$ cat src/rtl/vtg_pkg.sv
package vtg_pkg;

  localparam int GEOM_W = 11;

  typedef enum logic [2:0] {
    MODE_N_4FSC = 3'b000,
    MODE_N_SQ   = 3'b001,
    MODE_N_601  = 3'b010,
    MODE_BAD    = 3'b011,
    MODE_P_4FSC = 3'b100,
    MODE_P_SQHI = 3'b101,
    MODE_P_601  = 3'b110,
    MODE_P_SQLO = 3'b111
  } vmode_e;

  // porch counts from the H leading edge; porch+act+front is the line length
  typedef struct packed {
    logic [GEOM_W-1:0] porch;
    logic [GEOM_W-1:0] act;
    logic [GEOM_W-1:0] front;
  } hgeom_t;

  function automatic hgeom_t mode_geom(input logic [2:0] m);
    hgeom_t g;
    case (m)
      MODE_N_4FSC: g = '{porch: GEOM_W'(124), act: GEOM_W'(768), front: GEOM_W'(18)};
      MODE_N_SQ:   g = '{porch: GEOM_W'(120), act: GEOM_W'(640), front: GEOM_W'(20)};
      MODE_N_601:  g = '{porch: GEOM_W'(122), act: GEOM_W'(720), front: GEOM_W'(16)};
      MODE_P_4FSC: g = '{porch: GEOM_W'(164), act: GEOM_W'(948), front: GEOM_W'(23)};
      MODE_P_SQHI: g = '{porch: GEOM_W'(152), act: GEOM_W'(768), front: GEOM_W'(24)};
      MODE_P_601:  g = '{porch: GEOM_W'(132), act: GEOM_W'(720), front: GEOM_W'(12)};
      MODE_P_SQLO: g = '{porch: GEOM_W'(120), act: GEOM_W'(640), front: GEOM_W'(20)};
      default:     g = '0;
    endcase
    return g;
  endfunction

endpackage

$ cat src/rtl/vtg_sync_in.sv
module vtg_sync_in #(
  parameter int NCH = 3
) (
  input  logic clk_i,
  input  logic rst_ni,
  input  logic h_i,
  input  logic v_i,
  input  logic field_i,
  input  logic h_inv_i,
  input  logic v_inv_i,
  input  logic field_inv_i,
  output logic h_lvl_o,
  output logic h_edge_o,
  output logic v_edge_o,
  output logic fld_lvl_o
);

  logic [NCH-1:0] pin_w, inv_w, smp_q;
  logic h_d_q, v_d_q;

  assign pin_w = NCH'({field_i, v_i, h_i});
  assign inv_w = NCH'({field_inv_i, v_inv_i, h_inv_i});

  for (genvar i = 0; i < NCH; i++) begin : g_smp
    always_ff @(posedge clk_i) begin
      if (!rst_ni) smp_q[i] <= 1'b0;
      else         smp_q[i] <= pin_w[i] ^ inv_w[i];
    end
  end

  always_ff @(posedge clk_i) begin
    if (!rst_ni) begin
      h_d_q <= 1'b0;
      v_d_q <= 1'b0;
    end else begin
      h_d_q <= smp_q[0];
      v_d_q <= smp_q[1];
    end
  end

  assign h_lvl_o   = smp_q[0];
  assign h_edge_o  = smp_q[0] & ~h_d_q;
  assign v_edge_o  = smp_q[1] & ~v_d_q;
  assign fld_lvl_o = smp_q[2];

endmodule

$ cat src/rtl/vtg_hcount.sv
module vtg_hcount
  import vtg_pkg::*;
#(
  parameter int PIX_W  = 11,
  parameter int TRIM_W = 5
) (
  input  logic              clk_i,
  input  logic              rst_ni,
  input  logic              clr_i,
  input  logic              h_edge_i,
  input  logic [2:0]        mode_i,
  input  logic [TRIM_W-1:0] trim_i,
  output logic              hact_o,
  output logic              free_run_o
);

  localparam int CW = PIX_W + 1;
  localparam logic [PIX_W-1:0] PIX_MAX = '1;

  hgeom_t            geo;
  logic [PIX_W-1:0]  pix_q;
  logic              seen_q, fr_q;
  logic              neg;
  logic [TRIM_W-2:0] mag;
  logic [CW-1:0]     start_w, stop_w, len_w, meas_w;

  assign geo = mode_geom(mode_i);
  assign neg = trim_i[TRIM_W-1];
  assign mag = trim_i[TRIM_W-2:0];

  always_comb begin
    len_w   = CW'(geo.porch) + CW'(geo.act) + CW'(geo.front);
    start_w = neg ? (CW'(geo.porch) - CW'(mag)) : (CW'(geo.porch) + CW'(mag));
    stop_w  = start_w + CW'(geo.act);
    meas_w  = CW'(pix_q) + CW'(1);
  end

  assign hact_o     = (CW'(pix_q) >= start_w) && (CW'(pix_q) < stop_w);
  assign free_run_o = fr_q;

  always_ff @(posedge clk_i) begin
    if (!rst_ni) begin
      pix_q  <= '0;
      seen_q <= 1'b0;
      fr_q   <= 1'b0;
    end else if (clr_i) begin
      pix_q  <= '0;
      seen_q <= 1'b0;
      fr_q   <= 1'b0;
    end else if (h_edge_i) begin
      pix_q  <= '0;
      seen_q <= 1'b1;
      if (seen_q) fr_q <= (meas_w != len_w);
    end else if (pix_q != PIX_MAX) begin
      pix_q <= pix_q + 1'b1;
    end
  end


  fr_match_clears_chk: assert property (@(posedge clk_i) disable iff (!rst_ni)
    (h_edge_i && seen_q && !clr_i && meas_w == len_w) |=> !free_run_o);


  fr_mismatch_sets_chk: assert property (@(posedge clk_i) disable iff (!rst_ni)
    (h_edge_i && seen_q && !clr_i && meas_w != len_w) |=> free_run_o);


  act_after_porch_chk: assert property (@(posedge clk_i) disable iff (!rst_ni)
    hact_o |-> (CW'(pix_q) + CW'(15) >= CW'(geo.porch)));

endmodule

$ cat src/rtl/vtg_vcount.sv
module vtg_vcount #(
  parameter int LINE_W = 10
) (
  input  logic              clk_i,
  input  logic              rst_ni,
  input  logic              clr_i,
  input  logic              h_edge_i,
  input  logic              h_lvl_i,
  input  logic              v_edge_i,
  input  logic              fld_lvl_i,
  input  logic              fld_ext_i,
  input  logic              pal_i,
  input  logic [1:0]        vsel_i,
  output logic [LINE_W-1:0] line_o,
  output logic              odd_o,
  output logic              vblank_o
);

  localparam logic [LINE_W-1:0] ONE      = LINE_W'(1);
  localparam logic [LINE_W-1:0] N_TOTAL  = LINE_W'(525);
  localparam logic [LINE_W-1:0] N_TOP    = LINE_W'(20);
  localparam logic [LINE_W-1:0] N_F2_BEG = LINE_W'(263);
  localparam logic [LINE_W-1:0] N_F2_END = LINE_W'(283);
  localparam logic [LINE_W-1:0] P_TOTAL  = LINE_W'(625);
  localparam logic [LINE_W-1:0] P_TOP    = LINE_W'(23);
  localparam logic [LINE_W-1:0] P_F2_BEG = LINE_W'(310);
  localparam logic [LINE_W-1:0] P_F2_END = LINE_W'(335);
  localparam logic [LINE_W-1:0] P_BOT    = LINE_W'(623);

  logic [LINE_W-1:0] line_q, total, extra;
  logic              armed_q, odd_q, start_now;

  assign total     = pal_i ? P_TOTAL : N_TOTAL;
  assign start_now = v_edge_i & h_lvl_i;

  always_comb begin
    case (vsel_i)
      2'b00:   extra = LINE_W'(2);
      2'b01:   extra = LINE_W'(1);
      default: extra = '0;
    endcase
  end

  always_ff @(posedge clk_i) begin
    if (!rst_ni || clr_i) begin
      line_q  <= ONE;
      armed_q <= 1'b0;
      odd_q   <= 1'b1;
    end else begin
      if (h_edge_i) begin
        armed_q <= 1'b0;
        if (start_now || armed_q) line_q <= ONE;
        else if (line_q == total) line_q <= ONE;
        else                      line_q <= line_q + 1'b1;
      end else if (start_now) begin
        armed_q <= 1'b1;
      end
      if (fld_ext_i)     odd_q <= fld_lvl_i;
      else if (v_edge_i) odd_q <= h_lvl_i;
    end
  end

  always_comb begin
    if (pal_i)
      vblank_o = (line_q <= P_TOP + extra) ||
                 (line_q >= P_F2_BEG && line_q <= P_F2_END + extra) ||
                 (line_q >= P_BOT);
    else
      vblank_o = (line_q <= N_TOP + extra) ||
                 (line_q >= N_F2_BEG && line_q <= N_F2_END + extra) ||
                 (line_q == N_TOTAL);
  end

  assign line_o = line_q;
  assign odd_o  = odd_q;


  line_step_chk: assert property (@(posedge clk_i) disable iff (!rst_ni)
    (h_edge_i && !clr_i && !start_now && !armed_q && line_q != total)
      |=> (clr_i || line_q == $past(line_q) + 1'b1));


  odd_coincide_chk: assert property (@(posedge clk_i) disable iff (!rst_ni)
    (v_edge_i && h_lvl_i && !fld_ext_i && !clr_i) |=> (clr_i || odd_o));

endmodule

$ cat src/rtl/vtg_line_timing.sv
module vtg_line_timing
  import vtg_pkg::*;
#(
  parameter int PIX_W  = 11,
  parameter int LINE_W = 10,
  parameter int TRIM_W = 5
) (
  input  logic              clk_i,
  input  logic              rst_ni,
  input  logic              h_i,
  input  logic              v_i,
  input  logic              field_i,
  input  logic              h_inv_i,
  input  logic              v_inv_i,
  input  logic              field_inv_i,
  input  logic              field_ext_i,
  input  logic [2:0]        mode_i,
  input  logic [TRIM_W-1:0] hb_trim_i,
  input  logic [1:0]        vb_sel_i,
  output logic              active_o,
  output logic              blank_o,
  output logic              odd_o,
  output logic [LINE_W-1:0] line_o,
  output logic              free_run_o
);

  logic illegal, h_lvl, h_edge, v_edge, fld_lvl, hact, vblank;

  assign illegal = (mode_i == MODE_BAD);

  vtg_sync_in #(.NCH(3)) u_sync (
    .clk_i       (clk_i),
    .rst_ni      (rst_ni),
    .h_i         (h_i),
    .v_i         (v_i),
    .field_i     (field_i),
    .h_inv_i     (h_inv_i),
    .v_inv_i     (v_inv_i),
    .field_inv_i (field_inv_i),
    .h_lvl_o     (h_lvl),
    .h_edge_o    (h_edge),
    .v_edge_o    (v_edge),
    .fld_lvl_o   (fld_lvl)
  );

  vtg_hcount #(.PIX_W(PIX_W), .TRIM_W(TRIM_W)) u_hcnt (
    .clk_i      (clk_i),
    .rst_ni     (rst_ni),
    .clr_i      (illegal),
    .h_edge_i   (h_edge),
    .mode_i     (mode_i),
    .trim_i     (hb_trim_i),
    .hact_o     (hact),
    .free_run_o (free_run_o)
  );

  vtg_vcount #(.LINE_W(LINE_W)) u_vcnt (
    .clk_i     (clk_i),
    .rst_ni    (rst_ni),
    .clr_i     (illegal),
    .h_edge_i  (h_edge),
    .h_lvl_i   (h_lvl),
    .v_edge_i  (v_edge),
    .fld_lvl_i (fld_lvl),
    .fld_ext_i (field_ext_i),
    .pal_i     (mode_i[2]),
    .vsel_i    (vb_sel_i),
    .line_o    (line_o),
    .odd_o     (odd_o),
    .vblank_o  (vblank)
  );

  assign active_o = hact & ~vblank & ~illegal;
  assign blank_o  = ~active_o;


  bad_mode_blank_chk: assert property (@(posedge clk_i) disable iff (!rst_ni)
    (mode_i == MODE_BAD) |=> (blank_o && !active_o && !free_run_o));


  line_bounds_chk: assert property (@(posedge clk_i) disable iff (!rst_ni)
    (line_o != '0) && (line_o <= (mode_i[2] ? LINE_W'(625) : LINE_W'(525))));

endmodule

$ cat config.mk
export PLATFORM = sky130hd
export DESIGN_NAME = vtg_line_timing
export DESIGN_NICKNAME = d
export VERILOG_FILES = /design/src/rtl/vtg_pkg.sv /design/src/rtl/vtg_sync_in.sv /design/src/rtl/vtg_hcount.sv /design/src/rtl/vtg_vcount.sv /design/src/rtl/vtg_line_timing.sv
export SDC_FILE = /design/constraint.sdc
export NUM_CORES = 1
export LEC_CHECK = 0
export BUFFER_PORTS_ARGS = -buffer_cell sky130_fd_sc_hd__buf_4
export CAP_MARGIN = 20
export CORE_ASPECT_RATIO = 0.8
export CORE_MARGIN = 2
export CORE_UTILIZATION = 62
export CTS_CLUSTER_SIZE = 24
export DETAILED_ROUTE_END_ITERATION = 12
export PLACE_DENSITY = 0.82
export SYNTH_ARGS = -nofsm -noshare
export SYNTH_HDL_FRONTEND = slang
export SYNTH_HIERARCHICAL = 1
export SYNTH_SLANG_ARGS = --single-unit
$ cat constraint.sdc
create_clock -name clk_i -period 5.93 [get_ports clk_i]
set_input_delay 0 -clock clk_i [delete_from_list [all_inputs] [get_ports clk_i]]
set_output_delay 0 -clock clk_i [all_outputs]
set_load 0.02 [all_outputs]
Word-level counts from Yosys, hierarchy flattened
Cells that the tools add are included. W data, S select, Z words.

$add $sub $neg: 12. Magnitude comparators: 9. Equality and inequality tests: 12. Mux-type cells: 9. Bitwise logic cells: 14. Reductions and logical operators: 18.

Operators with widths (count): $pmux W30 S6 (1); $le A10 B10 Y1 (4); $add A12 B11 Y12 (2); $add A9 B2 Y10 const A (2); $ge A10 B9 Y1 const B (2); $mux W10 (2); $add A11 B1 Y12 const B (1); $add A5 B2 Y6 const A (2); $add A8 B11 Y12 (1); $eq A3 B3 Y1 const B (4); $ge A11 B12 Y1 (1); $lt A11 B12 Y1 (1); $mux W12 (1); $ne A12 B12 Y1 (1); $add A11 B1 Y11 const B (1); $ne A11 B11 Y1 const B (1); $add A10 B1 Y10 const B (1); $eq A10 B10 Y1 (1); $eq A10 B10 Y1 const B (1); $ge A10 B10 Y1 const B (1); $add A8 B4 Y9 (1); $sub A8 B4 Y9 (1); $mux W7 (1); $eq A3 B2 Y1 const B (2); other kinds (16) (38).

Register bits after elaboration: 30. Input bits: 19. Output and inout bits: 14. Word-level logic and storage cells: 85.

Depth between registers and ports, before layout
Gate-level depths: netlist of the first run.

Depth after elaboration: 12. Mapped depth: 26. Gate-level depth less buffers: 24.

By module
Netlist of the first run, hierarchy kept.

Modules (own cells, without submodules): vtg_hcount (times used 1, cells an instance 347, area each 2702.6 um^2, seq. area each 260.2 um^2); vtg_vcount (times used 1, cells an instance 146, area each 1131.1 um^2, seq. area each 240.2 um^2); vtg_sync_in (times used 1, cells an instance 15, area each 170.2 um^2, seq. area each 100.1 um^2); vtg_line_timing (times used 1, cells an instance 3, area each 25.0 um^2, seq. area each 0.0 um^2).

Least setup slack after synthesis of the first run
No wires, ideal clock.

Kind: in2out. Start: in mode_i[1]. End: out active_o. Arrival time: 4.767 ns. Required time: 5.930 ns. Slack: 1.163 ns. Cell stages on the path: 25. Path buffers: 2. Cells stage by stage: buf_2 inv_1 ha_1 buf_2 o21ai_0 a21boi_2 ha_1 o21bai_1 a21oi_1 nor2_1 xnor2_1 ha_1 a21o_1 a21oi_1 o21bai_1 a21oi_1 xor2_1 ha_1 inv_1 a21oi_1 o21a_1 o21a_1 o22a_1 a211oi_2 nor3b_1.

Word-level cells in the longest chain between the ends: 10. Elaborated cells on any way between the ends: 20. Classes of those cells: add/sub: 3; order compare: 2; eq/ne: 7; mux: 2; bitwise: 3; reduce/logical: 3.

RTL lines: start: declaration (line vtg_line_timing.sv:17) `input logic [2:0] mode_i,`; $eq A3 B1 Y1 or $eq A3 B3 Y1 (tied branches) (line vtg_pkg.sv:25) `case (m)`; $reduce_or A2 Y1 (no source line); $pmux W30 S6 (*) (line vtg_pkg.sv:25); $add A8 B4 Y9 or $sub A8 B4 Y9 (tied branches) (line vtg_hcount.sv:33) `start_w = neg ? (CW'(geo.porch) - CW'(mag)) : (CW'(geo.porch) + CW'(mag));`; $mux W12 (line vtg_hcount.sv:33); $add A12 B11 Y12 (line vtg_hcount.sv:34) `stop_w = start_w + CW'(geo.act);`; $lt A11 B12 Y1 (line vtg_hcount.sv:38) `assign hact_o = (CW'(pix_q) >= start_w) && (CW'(pix_q) < stop_w);`; $logic_and A1 B1 Y1 (*) (line vtg_hcount.sv:38); net hact (line vtg_line_timing.sv:27) `logic illegal, h_lvl, h_edge, v_edge, fld_lvl, hact, vblank;`; $and A1 B1 Y1 (*) (2 in series) (line vtg_line_timing.sv:73) `assign active_o = hact & ~vblank & ~illegal;`; end: declaration (line vtg_line_timing.sv:20) `output logic active_o,`.

The timed path passes the listed nets; every way through them passes the cells marked *.

Worst setup path in the final report of the first run
Start: in mode_i[1]. End: out blank_o.

Word-level cells in the longest chain between the ends: 11. Elaborated cells on any way between the ends: 21. Classes of those cells: add/sub: 3; order compare: 2; eq/ne: 7; mux: 2; bitwise: 4; reduce/logical: 3.

RTL lines: $eq A3 B1 Y1 or $eq A3 B3 Y1 (tied branches) (line vtg_pkg.sv:25); $reduce_or A2 Y1 (no source line); $pmux W30 S6 (*) (line vtg_pkg.sv:25); $add A8 B4 Y9 or $sub A8 B4 Y9 (tied branches) (line vtg_hcount.sv:33); $mux W12 (line vtg_hcount.sv:33); $add A12 B11 Y12 (line vtg_hcount.sv:34); $lt A11 B12 Y1 (line vtg_hcount.sv:38); $logic_and A1 B1 Y1 (*) (line vtg_hcount.sv:38); net hact (line vtg_line_timing.sv:27); $and A1 B1 Y1 (*) (2 in series) (line vtg_line_timing.sv:73); $not A1 Y1 (*) (line vtg_line_timing.sv:74) `assign blank_o = ~active_o;`; end: declaration (line vtg_line_timing.sv:21) `output logic blank_o,`.

Marks and branches as above.

==> impl_metrics.env, run 1 <==
export IMPL_dpl_cell_count=611
export IMPL_dp_hpwl_um=8020
export IMPL_antenna_found_initial=0
export IMPL_slowest_stage="a21oi_1"
export IMPL_synth_main_ff_cell="dfxtp_1"
export IMPL_setup_viol=0
export IMPL_cts_inserted_buffers=5
export IMPL_mostFrequentLayoutCells="ha_1, nor2_1, a21oi_1, nand2_1, inv_1"
export IMPL_crit_arrival_ps=5290
export IMPL_wire_per_inst_um=16.5
export IMPL_place_congestion=0.922
export IMPL_yosysWarnings=6
export IMPL_final_cell_area_um2=4420
export IMPL_dpl_cell_area_um2=4310
export IMPL_vias=3888
export IMPL_grt_overflow=0
export IMPL_slew_headroom=0.537
export IMPL_synth_edff_count=0
export IMPL_antennaDiodeCount=0
export IMPL_clk_path_buf_depth=2
export IMPL_p_leak_nw=1.98
export IMPL_final_setup_skew_ps=3.99
export IMPL_dr_pass1_iters=4
export IMPL_drive_gt1_frac=0.125
export IMPL_crit_family="compound AO/OA/AOI/OAI gates"
export IMPL_maxCapViolations=0
export IMPL_avgSynthCellArea_um2=7.88
export IMPL_vdd_drop_max_mv=0.0837
export IMPL_clk_latency_ps=290
export IMPL_min_delay_start="field_i"
export IMPL_cts_tree="done"
export IMPL_mostFrequentLayoutCell="ha_1"
export IMPL_top_usage_layer="met1"
export IMPL_drtAntennaViolNets=0
export IMPL_drt_initial_drc_count=343
export IMPL_coreArea_um2=6340
export IMPL_max_freq_mhz=189
export IMPL_max_stage_delay_ps=390
export IMPL_p_per_area_nw_per_um2=159
export IMPL_met3_usage=0.0504
export IMPL_ys_seq_area_frac=0.149
export IMPL_startpoint="mode_i[1]"
export IMPL_die_x_um=94.1
export IMPL_crit_fanout=19
export IMPL_final_setup_tns_ps=0
export IMPL_grt_total_usage=0.291
export IMPL_ys_ff_latch=30
export IMPL_reg2reg_depth=7
export IMPL_crit_type="input pin to output pin"
export IMPL_drv_slew=0
export IMPL_start_kind="input pin"
export IMPL_port_buffers=32
export IMPL_num_rows=26
export IMPL_whs_path_depth=3
export IMPL_crit_chain="buf_4 -> inv_1 -> ha_1 -> nor3b_2 -> nor3b_1 -> ha_1 -> a21o_1 -> a21oi_1 -> nor2_1 -> xnor2_1 -> ha_1 -> a21o_1 -> a21oi_1 -> o21bai_1 -> a21oi_1 -> o21ai_0 -> xor2_1 -> ha_1 -> nor4_1 -> o21ai_0 -> o22a_1 -> a211oi_2 -> or3b_1 -> buf_4"
export IMPL_viasPerCell=6.26
export IMPL_die_area_um2=7160
export IMPL_fin_cells=621
export IMPL_syn_instance_count=511
export IMPL_cts_max_level=2
export IMPL_async_flop_share=0
export IMPL_hold_path_class="input pin to register"
export IMPL_cts_reportedPaths_clkPinSlew_ps=70
export IMPL_hold_viol_final=0
export IMPL_use_met2=0.430
export IMPL_met1_usage=0.448
export IMPL_regArea_um2=601
export IMPL_yosysUniqueCellTypes=76
export IMPL_whs_endpoint="u_sync/fld_lvl_o"
export IMPL_synthToLayoutAreaGrowth_pct=9.75
export IMPL_path_buf_inv=3
export IMPL_worstReg2RegStart="u_hcnt/pix_q[0]"
export IMPL_final_net_count=619
export IMPL_grt_pass1_vias=3478
export IMPL_rsz0062_at_grt="false"
export IMPL_syn_num_nets=594
export IMPL_p_total_w=0.000701
export IMPL_post_synth_instance_area_um2=4030
export IMPL_clock_root_buffer="clkbuf_8"
export IMPL_fill_cells=543
export IMPL_reg2reg_slack_ps=3650
export IMPL_grt_start_max_net_pins=33
export IMPL_io_pins=33
export IMPL_worstMarginPinSlew_ps=693
export IMPL_whs_ps=19.8
export IMPL_clock_sinks=30
export IMPL_period_share=0.893
export IMPL_drc_errors=0
export IMPL_required_ps=5930
export IMPL_cp_end_kind="output pin"
export IMPL_wirelength_um=10300
export IMPL_grt_pass1_wl_um=17000
export IMPL_multi_input_area_um2=3200
export IMPL_rr_endpoint="u_hcnt/free_run_o"
export IMPL_finalCriticalPeriod_ps=5290
export IMPL_initial_utilization=0.635
export IMPL_die_height_um=76.1
export IMPL_crit_path_frequent_cell="ha_1"
export IMPL_outcome="finished clean"
## synth_stat cells (3+ instances only)
| cell | count | share of area |
|---|---|---|
| and3_1 | 5 | 0.0078 |
| a21o_1 | 14 | 0.026 |
| xnor2_1 | 18 | 0.039 |
| or3_1 | 3 | 0.0047 |
| nor2_1 | 43 | 0.040 |
| nand2_1 | 39 | 0.036 |
| o2111ai_1 | 3 | 0.0065 |
| and2_1 | 6 | 0.0093 |
| nor3b_1 | 3 | 0.0056 |
| a22o_1 | 5 | 0.011 |
| o211ai_1 | 3 | 0.0056 |
| nor3_1 | 8 | 0.0099 |
| o21a_1 | 6 | 0.011 |
| or3b_1 | 3 | 0.0065 |
| a31oi_1 | 6 | 0.0093 |
| a221o_1 | 3 | 0.0075 |
| nand2b_1 | 12 | 0.019 |
| xor2_1 | 10 | 0.022 |
| o21ai_0 | 16 | 0.020 |
| a211oi_1 | 8 | 0.015 |
| nand3_1 | 19 | 0.024 |
| mux2i_1 | 7 | 0.017 |
| nand4_1 | 5 | 0.0078 |
| ha_1 | 60 | 0.19 |
| inv_1 | 36 | 0.034 |
| or2_2 | 6 | 0.0093 |
| dfxtp_1 | 30 | 0.15 |
| a21oi_1 | 41 | 0.051 |
| nor2b_1 | 8 | 0.012 |
| o211a_1 | 3 | 0.0075 |
| clkbuf_1 | 7 | 0.0065 |
| buf_2 | 8 | 0.0099 |
| xnor3_1 | 3 | 0.017 |
| nor4_1 | 4 | 0.0062 |
| fa_1 | 4 | 0.020 |
## through the flow
stage               setup WS, ps   util
floorplan                   1160      -
global route                 173  0.697
CTS                          691  0.697
detailed placement           705  0.679
finish                       636  0.697
global placement             883  0.679
## where the power goes
| part | total [W] | internal (W) | leakage [nW] | switching, W |
|---|---|---|---|---|
| Combinational | 0.000305 | 0.000134 | 1.69 | 0.000171 |
| Sequential | 0.000218 | 0.000208 | 0.244 | 0.00000950 |
| Clock | 0.000179 | 0.0000932 | 0.0472 | 0.0000853 |
| Total | 0.000701 | 0.000436 | 1.98 | 0.000266 |
## sequential cells by signal (all words and copies together) (netlist names)
| name | count |
|---|---|
| u_vcnt/armed_q | 1 |
| u_hcnt/pix_q | 11 |
| u_sync/h_d_q | 1 |
| u_sync/smp_q | 1 |
| u_vcnt/odd_o | 1 |
| u_sync/v_d_q | 1 |
| u_sync/fld_lvl_o | 1 |
| u_hcnt/free_run_o | 1 |
| u_vcnt/line_o | 10 |
| u_hcnt/seen_q | 1 |
| u_sync/h_lvl_o | 1 |
## layout make-up
| type | instances | area share |
|---|---|---|
| multi-input cells | 426 | 0.724 |
| repair buffers | 37 | 0.0640 |
| well taps | 84 | 0.0238 |
| inverters | 36 | 0.0306 |
| clock buffers | 6 | 0.0187 |
| clock inverters | 2 | 0.00283 |
| flip-flops and latches | 30 | 0.136 |
## layer usage
layer	vias up	wire length, µm
met2	143	4480
met4	0	54
met3	8	680
met1	1831	5040
li1	1906	-
met5	-	0
## tightest hold or removal path, stage by stage
cell and delay, ps:
buf_4 80, xor2_1 40, and2_1 140
## timing repair
action	in CTS	in global routing
hold buffers	2	0
buffers inserted	0	0
endpoints found under the hold margin	6	0
gates resized for setup	0	0
## logic make-up (layout without fill, tap and decap cells)
group,Yosys count,in the layout,share of synthesized area
simple gates,182,182,0.242
compound gates,139,139,0.244
flops,30,30,0.149
mux,10,10,0.0258
xor+xnor,31,31,0.0776
buf+inv,55,81,0.0559
fa+ha+maj,64,64,0.206
## worst max-delay path by stage
| stage | endpoint | cells past startpoint |
|---|---|---|
| finish | blank_o | 24 |
| global route | blank_o | 24 |
| CTS | blank_o | 24 |
| detailed placement | blank_o | 24 |
| global placement | blank_o | 24 |
| floorplan | active_o | 25 |
(Power assumes the default switching activity.)
==> run 2, diff against run 1 <==
--- a/config.mk
+++ b/config.mk
@@ -9,10 +9,10 @@
 export CAP_MARGIN = 20
 export CORE_ASPECT_RATIO = 0.8
 export CORE_MARGIN = 2
-export CORE_UTILIZATION = 62
+export CORE_UTILIZATION = 56
 export CTS_CLUSTER_SIZE = 24
 export DETAILED_ROUTE_END_ITERATION = 12
-export PLACE_DENSITY = 0.82
+export PLACE_DENSITY = 0.78
 export SYNTH_ARGS = -nofsm -noshare
 export SYNTH_HDL_FRONTEND = slang
 export SYNTH_HIERARCHICAL = 1
==> constraint.sdc (replaced) <==
create_clock -name clk_i -period 4.6 [get_ports clk_i]
set_input_delay 0 -clock clk_i [delete_from_list [all_inputs] [get_ports clk_i]]
set_output_delay 0 -clock clk_i [all_outputs]
set_load 0.02 [all_outputs]
==> run 2 against run 1 <==
Net effect:
- sequential share of layout area is 0.98 points lower
- design area is 7.8% higher
- final cell count is 4.3% higher
==> impl_metrics.env, run 2 (synthesis gave the netlist of run 1 again) <==
export IMPL_finalCriticalPeriod_ps=4530
export IMPL_drt_initial_drc_count=303
export IMPL_slew_headroom=0.534
export IMPL_synthToLayoutAreaGrowth_pct=18.3
export IMPL_maxCapViolations=0
export IMPL_period_share=0.985
export IMPL_p_leak_nw=2.12
export IMPL_clk_path_buf_depth=2
export IMPL_largest_register="u_hcnt/pix_q"
export IMPL_switching_share=0.370
export IMPL_num_rows=27
export IMPL_largest_register_ffs=11
export IMPL_grt_start_max_net_pins=26
export IMPL_grt_total_usage=0.270
export IMPL_drive_gt1_frac=0.216
export IMPL_die_area_um2=7890
export IMPL_hold_viol_final=0
export IMPL_slowest_stage="or3b_4"
export IMPL_clock_sinks=30
export IMPL_io_pins=33
export IMPL_crit_type="input pin to output pin"
export IMPL_antennaDiodeCount=0
export IMPL_final_net_count=643
export IMPL_p_clk_frac=0.233
export IMPL_wirelength_um=10700
export IMPL_outcome="finished clean"
export IMPL_clk_latency_ps=280
export IMPL_cts_reportedPaths_clkPinSlew_ps=70
export IMPL_cp_end_kind="output pin"
export IMPL_grt_pass1_vias=3532
export IMPL_die_height_um=79.9
export IMPL_whs_path_depth=3
export IMPL_grt_overflow=0
export IMPL_drc_errors=0
export IMPL_initial_utilization=0.582
export IMPL_internal_power_w=0.000606
export IMPL_mostFrequentLayoutCells="buf_4, ha_1, nor2_1, nand2_1"
export IMPL_hold_path_class="input pin to register"
export IMPL_switchingPower_w=0.000356
export IMPL_crit_arrival_ps=4530
export IMPL_whs_ps=27.6
export IMPL_crit_fanout=8
export IMPL_die_x_um=98.8
export IMPL_rsz0062_at_grt="true"
export IMPL_port_buffers=32
export IMPL_p_seq_frac=0.291
export IMPL_drv_slew=0
export IMPL_dp_hpwl_um=8170
export IMPL_grt_pass1_wl_um=17200
export IMPL_clock_root_buffer="clkbuf_8"
export IMPL_p_per_area_nw_per_um2=202
export IMPL_vias=3962
export IMPL_cts_tree="done"
export IMPL_worstMarginPinSlew_ps=696
export IMPL_path_depth=26
export IMPL_final_setup_skew_ps=7.27
export IMPL_viasPerCell=6.11
export IMPL_path_buf_inv=3
export IMPL_reg2reg_depth=7
export IMPL_vdd_drop_max_mv=0.185
export IMPL_largest_registers="u_hcnt/pix_q (11), u_vcnt/line_o (10)"
export IMPL_crit_family="compound AO/OA/AOI/OAI gates"
export IMPL_place_congestion=0.940
export IMPL_setup_viol=0
export IMPL_dr_pass1_iters=5
export IMPL_drtAntennaViolNets=0
export IMPL_wire_per_inst_um=16.6
export IMPL_cts_max_level=2
export IMPL_cts_inserted_buffers=5
export IMPL_start_kind="input pin"
export IMPL_final_cell_area_um2=4770
export IMPL_max_freq_mhz=221
export IMPL_required_ps=4600
export IMPL_max_stage_delay_ps=400
export IMPL_combPwrFrac=0.475
export IMPL_dpl_cell_area_um2=4420
export IMPL_antenna_found_initial=0
export IMPL_coreArea_um2=6930
==> run 2: cell types whose count changed in the layout (fill, tap and decap cells not counted), moves of 3 or more <==
cell / before / now
ha_1: 60 / 56
a21oi_1: 41 / 33
a21oi_2: 0 / 8
buf_4: 35 / 56
ha_4: 0 / 3
inv_1: 36 / 33
o21ai_0: 16 / 13
buf_6: 0 / 3
==> run 2: cell type report <==
type,instances,area (µm²)
fillers,558,2160
clock buffers,6,82.6
clock inverters,2,12.5
well taps,87,109
multi-input cells,426,3350
flip-flops and latches,30,601
repair buffers,61,474
inverters,36,138
==> run 2: final timing paths <==
check	start	to	slack, ps
max	mode_i[2]	blank_o	70
min	h_i	u_sync/h_lvl_o	30
max reg2reg	u_hcnt/pix_q[0]	u_hcnt/free_run_o	2380
min reg2reg	u_sync/smp_q[1]	u_sync/v_d_q	450
==> run 2: metal layers <==
layer / part of all wire / track usage / up-vias / routed length (µm)
met5: 0 / 0 / - / 0
met4: 0.0099 / 0.0438 / 0 / 106
met3: 0.077 / 0.0385 / 12 / 831
met2: 0.43 / 0.411 / 154 / 4600
met1: 0.48 / 0.407 / 1846 / 5200
li1: - / - / 1950 / -
==> run 2: power groups by stage <==
stage | registers [W] | logic (W) | clock network [W]
detailed placement | 0.000286 | 0.000392 | 0
global placement | 0.000286 | 0.000378 | 0
floorplan | 0.000284 | 0.000286 | 0
CTS | 0.000280 | 0.000402 | 0.000232
finish | 0.000280 | 0.000457 | 0.000225
global route | 0.000282 | 0.000502 | 0.000246
==> run 2: worst register-to-register path, cell delays in order, from the launching register on <==
cell and delay, ps:
dfxtp_1 480, ha_1 300, nand3_2 180, or3_1 420, a211oi_1 260, o22ai_1 120, nor4_1 240, a21boi_1 100
==> run 2: per-stage QoR <==
stage           util  TNS (ps)  std cells  setup WS [ps]  total power [W]
2_1_floorplan      -         0        511           4.40         0.000571
3_3_place_gp   0.638      -109        627           -109         0.000664
3_5_place_dp   0.638      -137        627           -137         0.000678
4_1_cts        0.661         0        640           52.9         0.000914
5_1_grt        0.688      -142        648           -142          0.00103
6_report       0.688         0        648           67.9         0.000962
==> run 2: what timing repair did <==
item / in CTS / in global routing
endpoints found under the setup margin: 2 / 2
buffers inserted: 3 / 8
pin swaps: 4 / 21
resized for setup: 6 / 32
hold buffers: 2 / 0
endpoints found under the hold margin: 5 / 0
